$ cat config.mk
export PLATFORM = sky130hd
export DESIGN_NAME = lbk_client
export DESIGN_NICKNAME = d
export VERILOG_FILES = /design/src/rtl/lbk_pkg.sv /design/src/rtl/lbk_word_gen.sv /design/src/rtl/lbk_tx_gen.sv /design/src/rtl/lbk_rx_chk.sv /design/src/rtl/lbk_client.sv
export SDC_FILE = /design/constraint.sdc
export NUM_CORES = 1
export LEC_CHECK = 0
export BUFFER_PORTS_ARGS = -buffer_cell sky130_fd_sc_hd__buf_2
export CAP_MARGIN = 20
export CORE_MARGIN = 8
export CORE_UTILIZATION = 39
export DETAILED_ROUTE_END_ITERATION = 10
export GPL_ROUTABILITY_DRIVEN = 0
export GPL_TIMING_DRIVEN = 0
export SLEW_MARGIN = 25
export SYNTH_ARGS = -nofsm -noshare
export SYNTH_HDL_FRONTEND = slang
export SYNTH_SLANG_ARGS = --single-unit
$ cat constraint.sdc
create_clock -name clk -period 2.8 [get_ports clk]
set_input_delay 0.56 -clock clk [delete_from_list [all_inputs] [get_ports clk]]
set_output_delay 0.56 -clock clk [all_outputs]
set_load 0.05 [all_outputs]
$ cat src/rtl/lbk_pkg.sv
package lbk_pkg;

  localparam int STAMP_W = 16;
  localparam int PAY_W   = 16;
  localparam int WORD_W  = STAMP_W + PAY_W;

  typedef logic [STAMP_W-1:0] stamp_t;

  typedef enum logic [1:0] {
    RS_IDLE = 2'd0,
    RS_RUN  = 2'd1,
    RS_DONE = 2'd2
  } run_state_t;

  // successor of a stamp, wrapping modulo 2^STAMP_W
  function automatic stamp_t stamp_succ(input stamp_t s);
    return s + stamp_t'(1);
  endfunction

  function automatic logic [WORD_W-1:0] pack_word(input stamp_t s,
                                                  input logic [PAY_W-1:0] p);
    return {s, p};
  endfunction

endpackage

$ cat src/rtl/lbk_word_gen.sv
module lbk_word_gen
  import lbk_pkg::*;
#(
  parameter int                   PAT_LEN = 8,
  parameter logic [PAT_LEN*8-1:0] PAT     = '0
) (
  input  stamp_t             stamp,
  output logic [PAY_W-1:0]   payload
);

  localparam int PAT_W = PAT_LEN * 8;

  // two consecutive pattern bytes starting at (2*stamp) mod PAT_LEN
  function automatic logic [PAY_W-1:0] pat_pair(input stamp_t s);
    logic [31:0]      k;
    logic [PAT_W-1:0] sh;
    k  = ({16'd0, s} * 32'd2) % 32'(PAT_LEN);
    sh = PAT >> (k * 32'd8);
    return sh[PAY_W-1:0];
  endfunction

  assign payload = pat_pair(stamp);

endmodule

$ cat src/rtl/lbk_tx_gen.sv
module lbk_tx_gen
  import lbk_pkg::*;
#(
  parameter int                   PKT_LEN    = 4,
  parameter int                   NUM_PKTS   = 100,
  parameter int                   PAT_LEN    = 8,
  parameter logic [PAT_LEN*8-1:0] PAT        = '0,
  parameter logic [15:0]          STAMP_INIT = 16'h0000
) (
  input  logic              clk,
  input  logic              rst_n,
  input  logic              clear,
  input  logic              run,
  input  logic              ready,
  output logic              valid,
  output logic [WORD_W-1:0] data,
  output logic              sop,
  output logic              eop,
  output logic              all_sent
);

  localparam int CNT_W  = $clog2(NUM_PKTS + 1);
  localparam int BEAT_W = (PKT_LEN > 1) ? $clog2(PKT_LEN) : 1;
  localparam logic [BEAT_W-1:0] LAST_BEAT = BEAT_W'(PKT_LEN - 1);
  localparam logic [CNT_W-1:0]  PKT_GOAL  = CNT_W'(NUM_PKTS);

  stamp_t            stamp_q;
  logic [BEAT_W-1:0] beat_q;
  logic [CNT_W-1:0]  sent_q;
  logic [PAY_W-1:0]  pay;
  logic              beat_taken;

  assign all_sent   = (sent_q == PKT_GOAL);
  assign valid      = run && !all_sent;
  assign beat_taken = valid && ready;
  assign sop        = (beat_q == '0);
  assign eop        = (beat_q == LAST_BEAT);

  lbk_word_gen #(
    .PAT_LEN (PAT_LEN),
    .PAT     (PAT)
  ) u_word (
    .stamp   (stamp_q),
    .payload (pay)
  );

  assign data = pack_word(stamp_q, pay);

  always_ff @(posedge clk) begin
    if (!rst_n || clear) begin
      stamp_q <= STAMP_INIT;
      beat_q  <= '0;
      sent_q  <= '0;
    end else if (beat_taken) begin
      stamp_q <= stamp_succ(stamp_q);
      if (eop) begin
        beat_q <= '0;
        sent_q <= sent_q + CNT_W'(1);
      end else begin
        beat_q <= beat_q + BEAT_W'(1);
      end
    end
  end

endmodule

$ cat src/rtl/lbk_rx_chk.sv
module lbk_rx_chk
  import lbk_pkg::*;
#(
  parameter int                   NUM_PKTS = 100,
  parameter int                   PAT_LEN  = 8,
  parameter logic [PAT_LEN*8-1:0] PAT      = '0
) (
  input  logic              clk,
  input  logic              rst_n,
  input  logic              clear,
  input  logic              accept,
  input  logic [WORD_W-1:0] data,
  input  logic              eop,
  input  logic              crc24_err,
  input  logic              crc32_err,
  output logic              err_payload,
  output logic              err_seq,
  output logic              err_crc,
  output logic              all_got
);

  localparam int CNT_W = $clog2(NUM_PKTS + 1);
  localparam logic [CNT_W-1:0] PKT_GOAL = CNT_W'(NUM_PKTS);

  stamp_t           rx_stamp;
  logic [PAY_W-1:0] rx_pay;
  logic [PAY_W-1:0] exp_pay;
  logic             have_q;
  stamp_t           last_q;
  logic [CNT_W-1:0] got_q;

  assign rx_stamp = data[WORD_W-1:PAY_W];
  assign rx_pay   = data[PAY_W-1:0];

  lbk_word_gen #(
    .PAT_LEN (PAT_LEN),
    .PAT     (PAT)
  ) u_word (
    .stamp   (rx_stamp),
    .payload (exp_pay)
  );

  assign err_payload = accept && (rx_pay != exp_pay);
  assign err_seq     = accept && have_q && (rx_stamp != stamp_succ(last_q));
  assign err_crc     = accept && eop && (crc24_err || crc32_err);
  assign all_got     = (got_q == PKT_GOAL);

  always_ff @(posedge clk) begin
    if (!rst_n || clear) begin
      have_q <= 1'b0;
      last_q <= '0;
      got_q  <= '0;
    end else if (accept) begin
      have_q <= 1'b1;
      last_q <= rx_stamp;
      if (eop && !all_got) got_q <= got_q + CNT_W'(1);
    end
  end

endmodule

$ cat src/rtl/lbk_client.sv
module lbk_client
  import lbk_pkg::*;
#(
  parameter int              NUM_CH     = 2,
  parameter int              PKT_LEN    = 4,
  parameter int              NUM_PKTS   = 100,
  parameter int              PAT_LEN    = 8,
  parameter logic [PAT_LEN*8-1:0] TX_PAT = "LOOPBACK",
  parameter logic [PAT_LEN*8-1:0] RX_PAT = "LOOPBACK",
  parameter logic [15:0]     STAMP_INIT = 16'h0000,
  localparam int             CH_W       = (NUM_CH > 1) ? $clog2(NUM_CH) : 1
) (
  input  logic                     clk,
  input  logic                     rst_n,
  input  logic                     start,
  output logic [NUM_CH-1:0]        tx_valid,
  input  logic [NUM_CH-1:0]        tx_ready,
  output logic [NUM_CH*WORD_W-1:0] tx_data,
  output logic [NUM_CH-1:0]        tx_sop,
  output logic [NUM_CH-1:0]        tx_eop,
  input  logic [NUM_CH-1:0]        rx_valid,
  output logic [NUM_CH-1:0]        rx_ready,
  input  logic [NUM_CH*WORD_W-1:0] rx_data,
  input  logic [NUM_CH-1:0]        rx_eop,
  input  logic [NUM_CH-1:0]        rx_crc24_err,
  input  logic [NUM_CH-1:0]        rx_crc32_err,
  output logic                     done,
  output logic                     pass,
  output logic                     fail,
  output logic [CH_W-1:0]          fail_ch
);

  run_state_t        state_q;
  logic              pass_q;
  logic              fail_q;
  logic [CH_W-1:0]   fail_ch_q;

  logic              run;
  logic [NUM_CH-1:0] rx_take;
  logic [NUM_CH-1:0] ch_err;
  logic [NUM_CH-1:0] ch_sent;
  logic [NUM_CH-1:0] ch_got;
  logic              err_any;
  logic [CH_W-1:0]   err_first;
  logic              all_complete;

  assign run      = (state_q == RS_RUN);
  assign rx_ready = {NUM_CH{run}};
  assign rx_take  = rx_valid & rx_ready;

  for (genvar g = 0; g < NUM_CH; g++) begin : g_ch
    logic e_pay, e_seq, e_crc;

    lbk_tx_gen #(
      .PKT_LEN    (PKT_LEN),
      .NUM_PKTS   (NUM_PKTS),
      .PAT_LEN    (PAT_LEN),
      .PAT        (TX_PAT),
      .STAMP_INIT (STAMP_INIT)
    ) u_tx (
      .clk      (clk),
      .rst_n    (rst_n),
      .clear    (start),
      .run      (run),
      .ready    (tx_ready[g]),
      .valid    (tx_valid[g]),
      .data     (tx_data[g*WORD_W +: WORD_W]),
      .sop      (tx_sop[g]),
      .eop      (tx_eop[g]),
      .all_sent (ch_sent[g])
    );

    lbk_rx_chk #(
      .NUM_PKTS (NUM_PKTS),
      .PAT_LEN  (PAT_LEN),
      .PAT      (RX_PAT)
    ) u_rx (
      .clk         (clk),
      .rst_n       (rst_n),
      .clear       (start),
      .accept      (rx_take[g]),
      .data        (rx_data[g*WORD_W +: WORD_W]),
      .eop         (rx_eop[g]),
      .crc24_err   (rx_crc24_err[g]),
      .crc32_err   (rx_crc32_err[g]),
      .err_payload (e_pay),
      .err_seq     (e_seq),
      .err_crc     (e_crc),
      .all_got     (ch_got[g])
    );

    assign ch_err[g] = e_pay || e_seq || e_crc;
  end

  // lowest-index failing channel wins
  always_comb begin
    err_any   = 1'b0;
    err_first = '0;
    for (int c = NUM_CH - 1; c >= 0; c--) begin
      if (ch_err[c]) begin
        err_any   = 1'b1;
        err_first = CH_W'(c);
      end
    end
  end

  assign all_complete = (&ch_sent) && (&ch_got);

  always_ff @(posedge clk) begin
    if (!rst_n) begin
      state_q   <= RS_IDLE;
      pass_q    <= 1'b0;
      fail_q    <= 1'b0;
      fail_ch_q <= '0;
    end else if (start) begin
      state_q   <= RS_RUN;
      pass_q    <= 1'b0;
      fail_q    <= 1'b0;
      fail_ch_q <= '0;
    end else if (run) begin
      if (err_any) begin
        fail_q    <= 1'b1;
        fail_ch_q <= err_first;
        state_q   <= RS_DONE;
      end else if (all_complete) begin
        pass_q  <= 1'b1;
        state_q <= RS_DONE;
      end
    end
  end

  assign done    = (state_q == RS_DONE);
  assign pass    = pass_q;
  assign fail    = fail_q;
  assign fail_ch = fail_ch_q;

endmodule

==> run metrics, run 1 <==
hold path startpoint=start; clock buffer depth=2; Congestion Overflow GR=0; register area share after synthesis=approximately 34%; Root Buffer Master=clkbuf_16; Fin Clk Skew=approximately 0.0093 ns; fin nets=between 1,000 and 1,500; Leak Pwr=between 2 and 3 nW; All-Layer GR Usage=15.02%; slew at the pin closest to its max-slew limit=0.7023 ns; r2r endpoint=state_q[1]; Finished Core Util=around 49%; TritonCTS sink count=103; Placed Cells=~1,100; min Tclk post-route=roughly 2.7 ns; synthesized area=6077 µm²; Max Clk Rate=0.3678 GHz; commonest non-fill, non-tap cell in the layout=buf_2; clock slew at reported path FFs=~0.070 ns; Buffers on Ports=about 140; Crit. End Element=register; Filler Cell Count=1,548; fin. max-slew vios=0; layout cells sized above 1=between 20 and 25%; first-pass GRT wire length=24,760 µm; worst setup margin=0.08103 ns; peak supply drop=between 0.3 and 0.4 mV; reg-to-reg setup timing slack=0.26 ns; number of remaining DRC errors=0; hold worst-path end=state_q[0]; final non-filler cell total=1,125; First-pass DRT Iterations=4; Worst Hold Class=input pin to register; largest net degree at the start of global routing=21; Final ANT Viol Nets=0; CTS tree=done; CP arrival=2.96 ns; crit path max fanout=5; Final Hold Viols=0; DP HPWL=roughly 11,000 µm; Vert. Die Dim=140.8 µm; Cells on Worst Hold Path=3; total CTS buffers=9; syn avg cell area=7.944 µm²; Vias/cell=4.859; Ys Warns=0; core area=between 15,000 and 20,000 µm²; I/O pin count=153; initial antenna violation count=3; status=completed; routed via count=5,466; Pwr Density=430.3 nW/µm²; Finish-stage setup viols=0; RSZ-0062 raised after global routing=true; max_cap viols=0; row count=45; CP Class=input pin to register; Place WS=-0.5750 ns; CP Launch Type=input pin; Worst Path Required=3.04 ns; Yosys reg bits=103; number of global-route vias before repair=approximately 5,200; depth of the CTS H-tree=3; wire per inst=about 13 µm; DRT iter0 DRCs=193; R2R depth=8; Clock Latency Late Sink=between 0.3 and 0.4 ns; Tot Pwr=3.213 mW; Mapped Cells=765; ys async rst share=0%; Netlist cell types=between 60 and 70; slew margin rel.=52.82%; period utilisation layout=97.11%; Area Growth Syn to Fin=22.85%; launching point of the worst reg2reg path=g_ch[0].u_rx.last_q[0]; Initial Util=39.98%; hold_buf cts=0; EDFF count, synth=0; die width=140.8 µm; WL final=about 15,000 µm; die area=between 15,000 and 20,000 µm²; WHS=~0.43 ns; most frequent cells in the layout=134 x buf_2, 109 x nand2_1, 103 x dfxtp_1, 94 x nor2_1, 52 x a21oi_1; top_reg_cell synth=dfxtp_1
## worst max path at each step
stage                                      start    endpoint  slack (ns)  depth (start not counted)
after floorplan                      rx_data[16]  state_q[1]        0.04                          9
after global placement               rx_data[49]  state_q[1]       -0.52                         10
after detailed placement             rx_data[49]  state_q[1]       -0.58                         10
after CTS                 g_ch[0].u_rx.last_q[2]  state_q[1]        0.06                          8
after global routing                 rx_data[49]  state_q[1]       -0.03                         10
final                                rx_data[16]  state_q[1]        0.08                         10
## per-stage QoR
stage	area, µm²	setup TNS [ns]
floorplan	6122	0
global placement	7048	-2.020
detailed placement	7048	-2.274
CTS	7372	0
global route	7466	-0.02686
finish	7466	0
## routing by layer
metal / part of all wire (%) / routed length (µm) / track usage (%) / vias up
li1: - / - / - / 2896
met1: 46 / 6971 / 18.09 / 2437
met2: 46 / 6923 / 24.81 / 108
met3: 5.4 / 815 / 4.794 / 21
met4: 1.9 / 282 / 5.090 / 4
met5: 0.21 / 31 / 0 / -
## what timing repair did
item,CTS,global route
gates cloned,0,0
setup endpoints to repair,4,2
pin swaps,4,11
buffers inserted,1,6
resized for setup,4,17
## critical path, stage by stage
cell and delay [ns]:
buf_4 0.13, inv_1 0.08, ha_2 0.28, and3b_1 0.20
a21oi_1 0.04, or4_4 0.45, a2111oi_4 0.30, nor4b_4 0.37
a31oi_4 0.16, o41a_1 0.38
## synthesized netlist by cell type (2+ instances only)
cell / instances / area share, %
and2_1: 3 / 0.31
nand2b_1: 6 / 0.62
o21ai_0: 12 / 0.99
xnor2_1: 38 / 5.5
nor3_1: 14 / 1.2
a211oi_1: 4 / 0.49
nor4_1: 6 / 0.62
inv_1: 32 / 2.0
and3_1: 12 / 1.2
nand3_1: 42 / 3.5
xor2_1: 49 / 7.1
a21oi_1: 53 / 4.4
o311ai_0: 2 / 0.29
and3b_1: 2 / 0.29
buf_4: 28 / 3.5
or3_1: 8 / 0.82
and4b_1: 2 / 0.33
mux2i_1: 6 / 0.99
dfxtp_1: 103 / 34
a31oi_1: 5 / 0.51
nand3b_1: 5 / 0.62
mux2_2: 3 / 0.56
ha_1: 32 / 6.6
clkbuf_1: 23 / 1.4
o211a_1: 3 / 0.49
nor2_1: 94 / 5.8
nand4_1: 18 / 1.9
nand2_1: 109 / 6.7
nor2b_1: 8 / 0.82
o311a_1: 2 / 0.33
a2111oi_0: 2 / 0.29
or2_2: 4 / 0.41
o21a_1: 2 / 0.25
conb_1: 2 / 0.12
## area by class of cell
class	count	area (µm²)	share of cell area, %
Inverter	33	131.4	1.760
Tap cell	188	235.2	3.151
Buffer	49	289.0	3.871
Clock buffer	9	225.2	3.017
Sequential cell	103	2062	27.62
Timing Repair Buffer	145	777.0	10.41
Clock inverter	7	70.07	0.9385
Antenna cell	1	2.502	0.03352
Multi-Input combinational cell	590	3674	49.20
## registers in the layout, summed over array words and instances, names as in the netlist
name               flops
g_ch.u_tx.beat_q       4
fail                   1
g_ch.u_rx.have_q       2
g_ch.u_rx.got_q       14
g_ch.u_tx.stamp_q     32
fail_ch                1
g_ch.u_rx.last_q      32
pass                   1
g_ch.u_tx.sent_q      14
state_q                2
## power breakdown
| part | leakage [nW] | switching, mW | internal [mW] |
|---|---|---|---|
| registers | 0.831 | 0.0188 | 1.48 |
| logic | 2.01 | 0.287 | 0.172 |
| clock network | 0.147 | 0.623 | 0.632 |
## cell families after synthesis
| kind of cell | share of synthesized area [%] |
|---|---|
| simple gates | 27.16 |
| fa+ha+maj | 6.588 |
| other cells | 0.1236 |
| compound gates | 11.20 |
| mux | 1.544 |
| buf+inv | 6.918 |
| xor+xnor | 12.54 |
| flops | 33.93 |
Note: power is estimated with default switching activity, not from simulation.
==> run 2, diff against run 1 <==
==> constraint.sdc (replaced) <==
create_clock -name clk -period 3.24 [get_ports clk]
set_input_delay 0.648 -clock clk [delete_from_list [all_inputs] [get_ports clk]]
set_output_delay 0.648 -clock clk [all_outputs]
set_load 0.05 [all_outputs]
==> run 2 against run 1 <==
  * Flip-flop and latch count unchanged
  * Sequential power decreased by 14%
  * Cell area decreased by 1.6%
  * Register-to-register slack improved by 0.35 ns
  * Utilization decreased by 0.79 points
  * Power decreased by 14%
  * Cell count decreased by 0.44%
  * Clock-buffer cell count unchanged
  * Non-clock buffer count decreased by 5
  * Die area unchanged
  * Via count decreased by 0.91%
  * Critical endpoint unchanged
  * Global-route usage about the same
==> run metrics, run 2 (synthesis results as in run 1) <==
slew at the pin closest to its max-slew limit=0.6981 ns; All-Layer GR Usage=15.00%; CP Launch Type=input pin; Max Clk Rate=0.3329 GHz; CP arrival=3.24 ns; min Tclk post-route=3.004 ns; slew margin rel.=53.10%; Seq pwr share=a little under half; initial antenna violation count=3; Filler Cell Count=1,556; I/O pin count=153; Tot Pwr=~2.8 mW; CTS tree=done; clock slew at reported path FFs=0.07 ns; Largest regs=g_ch.u_rx.last_q (32), g_ch.u_tx.stamp_q (32); Int Pwr=1.963 mW; Root Buffer Master=clkbuf_16; clock buffer depth=2; CP cell instances=buf_2 > inv_1 > ha_1 > or3b_1 > a222oi_1 > nand4_1 > nor4_1 > nor4b_1 > a21oi_1 > o41a_1; fin. max-slew vios=0; Congestion Overflow GR=0; period utilisation layout=92.71%; sw power=798.2 µW; Final ANT Viol Nets=0; number of remaining DRC errors=0; switching share of power=approximately 29%; Fin Clk Skew=~0.0093 ns; Logic pwr share=between 10% and 20%; TritonCTS sink count=103; post-CTS sizing=0; First-pass DRT Iterations=4; row count=45; RSZ-0062 raised after global routing=false; Vias/cell=4.836; Initial Util=about two fifths; Design Area, Final=7346 µm²; Final Hold Viols=0; largest net degree at the start of global routing=21; depth of the CTS H-tree=3; number of global-route vias before repair=5,181; commonest non-fill, non-tap cell in the layout=buf_2; Crit. End Element=register; Clock Latency Late Sink=0.35 ns; core area=15,200 µm²; Buffers on Ports=approximately 140; crit path max fanout=8; postcts setup bufs=0; CP Class=input pin to register; Leak Pwr=2.948 nW; die area=19,830 µm²; Pwr Density=roughly 380 nW/µm²; die width=140.8 µm; status=completed; DP HPWL=between 10,000 and 15,000 µm; total CTS buffers=9; most frequent cells in the layout=138 x buf_2, 109 x nand2_1, 103 x dfxtp_1, 94 x nor2_1, 53 x a21oi_1; fin nets=1,035; max_cap viols=0; Max stage delay on crit path=0.45 ns; Vert. Die Dim=140.8 µm; Worst Hold Class=register to register; first-pass GRT wire length=24,700 µm; layout cells sized above 1=21.05%; Area Growth Syn to Fin=20.88%; Finish-stage setup viols=0; peak supply drop=0.2722 mV; Area after DPL=7048 µm²; Worst Path Required=3.48 ns; hold_buf cts=0; routed via count=5,416; Clock power frac=between 30% and 40%; WHS=between 0.4 and 0.5 ns; Worst path slowest cell=o41a_1; WL final=14,870 µm; DRT iter0 DRCs=approximately 190; wire per inst=13.27 µm
==> run 2: stage by stage <==
step	setup WS [ns]	util, %	std cells	setup TNS, ns
after floorplan	0.3902	-	777	0
after global placement	-0.1665	46.36	1103	-0.3062
after detailed placement	-0.2230	46.36	1103	-0.5138
after CTS	0.1838	48.30	1119	0
after global routing	0.01326	48.32	1120	0
final	0.2360	48.32	1120	0
==> run 2: final timing paths <==
kind / from / endpoint / slack [ns] / cells past startpoint
max: rx_data[49] / state_q[1] / 0.24 / 10
min reg2reg: g_ch[0].u_rx.have_q / g_ch[0].u_rx.have_q / 0.47 / 2
min: g_ch[0].u_rx.have_q / g_ch[0].u_rx.have_q / 0.47 / 2
max reg2reg: g_ch[0].u_rx.last_q[3] / state_q[1] / 0.61 / 8
==> run 2: layout make-up <==
type                    count  area, µm²  area share, %
well taps                 188      235.2          3.202
clock inverters             7      70.07         0.9538
clock buffers               9      225.2          3.066
diodes                      1      2.502        0.03407
inverters                  33      123.9          1.686
plain buffers              51      296.5          4.037
flip-flops and latches    103       2062          28.07
repair buffers            138      690.7          9.402
multi-input cells         590       3640          49.55
==> run 2: worst max-delay path: cells and delay by family <==
| family | cells | cell delay (ns) |
|---|---|---|
| simple gates | 4 | 1.13 |
| compound gates | 3 | 0.96 |
| fa+ha+maj | 1 | 0.28 |
| buf+inv | 2 | 0.23 |
==> run 2: layer usage <==
metal	GRT usage, %	vias to the layer above	routed length, µm
li1	-	2881	-
met1	18.07	2404	6815
met2	24.73	106	6823
met3	4.794	21	912
met4	5.090	4	282
met5	0	-	31
==> run 2: power by group through the flow <==
stage	sequential, mW	clock (mW)	combinational [mW]
6_report	1.29	1.09	0.382
5_1_grt	1.30	1.17	0.420
3_5_place_dp	1.32	0	0.385
4_1_cts	1.29	1.13	0.387
3_3_place_gp	1.32	0	0.382
2_1_floorplan	1.33	0	0.255
==> run 3, diff against run 2 <==
--- a/config.mk
+++ b/config.mk
@@ -5,13 +5,14 @@
 export SDC_FILE = /design/constraint.sdc
 export NUM_CORES = 1
 export LEC_CHECK = 0
-export BUFFER_PORTS_ARGS = -buffer_cell sky130_fd_sc_hd__buf_2
+export BUFFER_PORTS_ARGS = -buffer_cell sky130_fd_sc_hd__clkbuf_2
 export CAP_MARGIN = 20
 export CORE_MARGIN = 8
 export CORE_UTILIZATION = 39
 export DETAILED_ROUTE_END_ITERATION = 10
 export GPL_ROUTABILITY_DRIVEN = 0
 export GPL_TIMING_DRIVEN = 0
+export MAX_ROUTING_LAYER = met4
 export SLEW_MARGIN = 25
 export SYNTH_ARGS = -nofsm -noshare
 export SYNTH_HDL_FRONTEND = slang
==> run 3 against run 2 <==
  * Power increased by 3.6%
  * Non-clock buffer count unchanged
  * Largest cell class unchanged
  * First-iteration DRC count increased by 38%
  * Utilization increased by 0.17 points
  * Register-to-register slack got worse by 0.05 ns
  * Hold slack got worse by 0.0038 ns
  * Routed wire length increased by 0.51%
  * Clock-buffer cell count increased by 2
  * Critical path type unchanged
  * Critical endpoint unchanged
  * Clock skew decreased by 0.0035 ns
  * Via count increased by 0.39%
==> run metrics, run 3 (synthesis results as in run 1) <==
CP Class=input pin to register; Worst Path Required=3.48 ns; CP arrival=roughly 3.3 ns; Finish-stage setup viols=0; final non-filler cell total=1,120; Max Clk Rate=0.3298 GHz; Fin Clk Skew=0.005784 ns; clock slew at reported path FFs=roughly 0.07 ns; met2 usage=25.29%; commonest non-fill, non-tap cell in the layout=clkbuf_2; wire per inst=13.34 µm; Congestion Overflow GR=0; die width=140.8 µm; crit path max fanout=8; First-pass DRT Iterations=4; Crit. End Element=register; post-CTS sizing=0; Leak Pwr=2.945 nW; core area=about 15,000 µm²; initial antenna violation count=1; status=completed; RSZ-0062 raised after global routing=false; Area Growth Syn to Fin=21.31%; Max stage delay on crit path=0.44 ns; r2r endpoint=state_q[1]; CP Launch Type=input pin; peak supply drop=0.2799 mV; R2R depth=8; number of global-route vias before repair=approximately 5,000; hold_buf cts=0; reg-to-reg setup timing slack=between 0.5 and 0.6 ns; I/O pin count=about 150; DP HPWL=11,550 µm; min Tclk post-route=3.032 ns; met3 GRT Util=4.727%; most frequent cells in the layout=138 x clkbuf_2, 109 x nand2_1, 103 x dfxtp_1, 94 x nor2_1, 53 x a21oi_1; launching point of the worst reg2reg path=g_ch[0].u_rx.last_q[3]; slew margin rel.=roughly half; Clock Latency Late Sink=0.35 ns; Filler Cell Count=1,533; postcts setup bufs=0; worst setup margin=0.2080 ns; Buffers on Ports=138; number of remaining DRC errors=0; first-pass GRT wire length=24,650 µm; final setup TNS=0 ns; depth of the CTS H-tree=3; fin. max-slew vios=0; Final ANT Viol Nets=0; Worst Hold Class=register to register; total CTS buffers=9; DRT iter0 DRCs=255; max_cap viols=0; Root Buffer Master=clkbuf_16; Initial Util=between 30% and 40%; Design Area, Final=7372 µm²; fin nets=between 1,000 and 1,500; CTS tree=done; Vias/cell=4.854; period utilisation layout=93.58%; WL final=14,940 µm; Area after DPL=7048 µm²; Place WS=-0.2110 ns; All-Layer GR Usage=15.45%; Placed Cells=1,103; Worst path slowest cell=o41a_1; Critical path origin=rx_data[49]; row count=between 40 and 50; layout cells sized above 1=between 20% and 30%; Largest regs=g_ch.u_rx.last_q (32), g_ch.u_tx.stamp_q (32); Finished Core Util=48.49%; Critical Path Sink=state_q[1]; largest net degree at the start of global routing=18; Pwr Density=388.2 nW/µm²; Final Hold Viols=0; die area=19,830 µm²; TritonCTS sink count=103; CP cell instances=clkbuf_2 > inv_1 > ha_1 > or3b_1 > a222oi_1 > nand4_1 > nor4_1 > nor4b_1 > a21oi_1 > o41a_1; Vert. Die Dim=between 100 and 150 µm; slew at the pin closest to its max-slew limit=0.7449 ns; busiest grt layer=met2; global routing usage on met1=18.46%; routed via count=5,437; clock buffer depth=2
## run 3: cell types whose count changed in the layout (fill, tap and decap cells not counted), sizes merged
cell and change:
buf -138, bufinv +2, clkbuf +140, clkinv -1, inv -3
## run 3: metal layers
metal	wire (µm)	vias to the layer above
met4	97	0
met5	0	-
met1	7075	2450
li1	-	2871
met3	847	6
met2	6921	110
## run 3: cell type report
type	instances	area, µm²	share of cell area (%)
Buffer	51	296.5	4.022
Antenna cell	1	2.502	0.03394
Clock inverter	5	88.84	1.205
Clock buffer	11	232.7	3.157
Sequential cell	103	2062	27.97
Multi-Input combinational cell	590	3640	49.37
Timing Repair Buffer	138	690.7	9.369
Tap cell	188	235.2	3.191
Inverter	33	123.9	1.680
## run 3: worst max-delay path: cells and delay by family
family	cells	cell delay, ns
buffers and inverters	2	0.24
adder cells (fa/ha/maj)	1	0.28
AND/OR/NAND/NOR	4	1.17
AO/OA/AOI/OAI	3	0.94
## run 3: report_power, final
part / total, mW / switching [mW] / internal, mW
clock: 1.19 / 0.498 / 0.688
sequential: 1.29 / 0.0156 / 1.28
combinational: 0.381 / 0.244 / 0.138
total: 2.86 / 0.757 / 2.10
## run 3: worst min path at each step
stage / from / to / slack (ns) / depth (start not counted)
finish: g_ch[0].u_rx.have_q / g_ch[0].u_rx.have_q / 0.46 / 2
global route: g_ch[0].u_rx.last_q[15] / g_ch[0].u_rx.last_q[15] / 0.49 / 2
floorplan: g_ch[0].u_rx.have_q / g_ch[0].u_rx.have_q / 0.43 / 2
global placement: g_ch[0].u_rx.have_q / g_ch[0].u_rx.have_q / 0.44 / 2
CTS: g_ch[0].u_rx.last_q[15] / g_ch[0].u_rx.last_q[15] / 0.47 / 2
detailed placement: g_ch[1].u_rx.have_q / g_ch[1].u_rx.have_q / 0.45 / 2
## run 3: per-stage QoR
| stage | power (mW) | hold slack (ns) |
|---|---|---|
| global route | 2.998 | 0.4883 |
| global placement | 1.706 | 0.4446 |
| detailed placement | 1.709 | 0.4541 |
| floorplan | 1.583 | 0.4349 |
| finish | 2.862 | 0.4633 |
| CTS | 2.913 | 0.4720 |
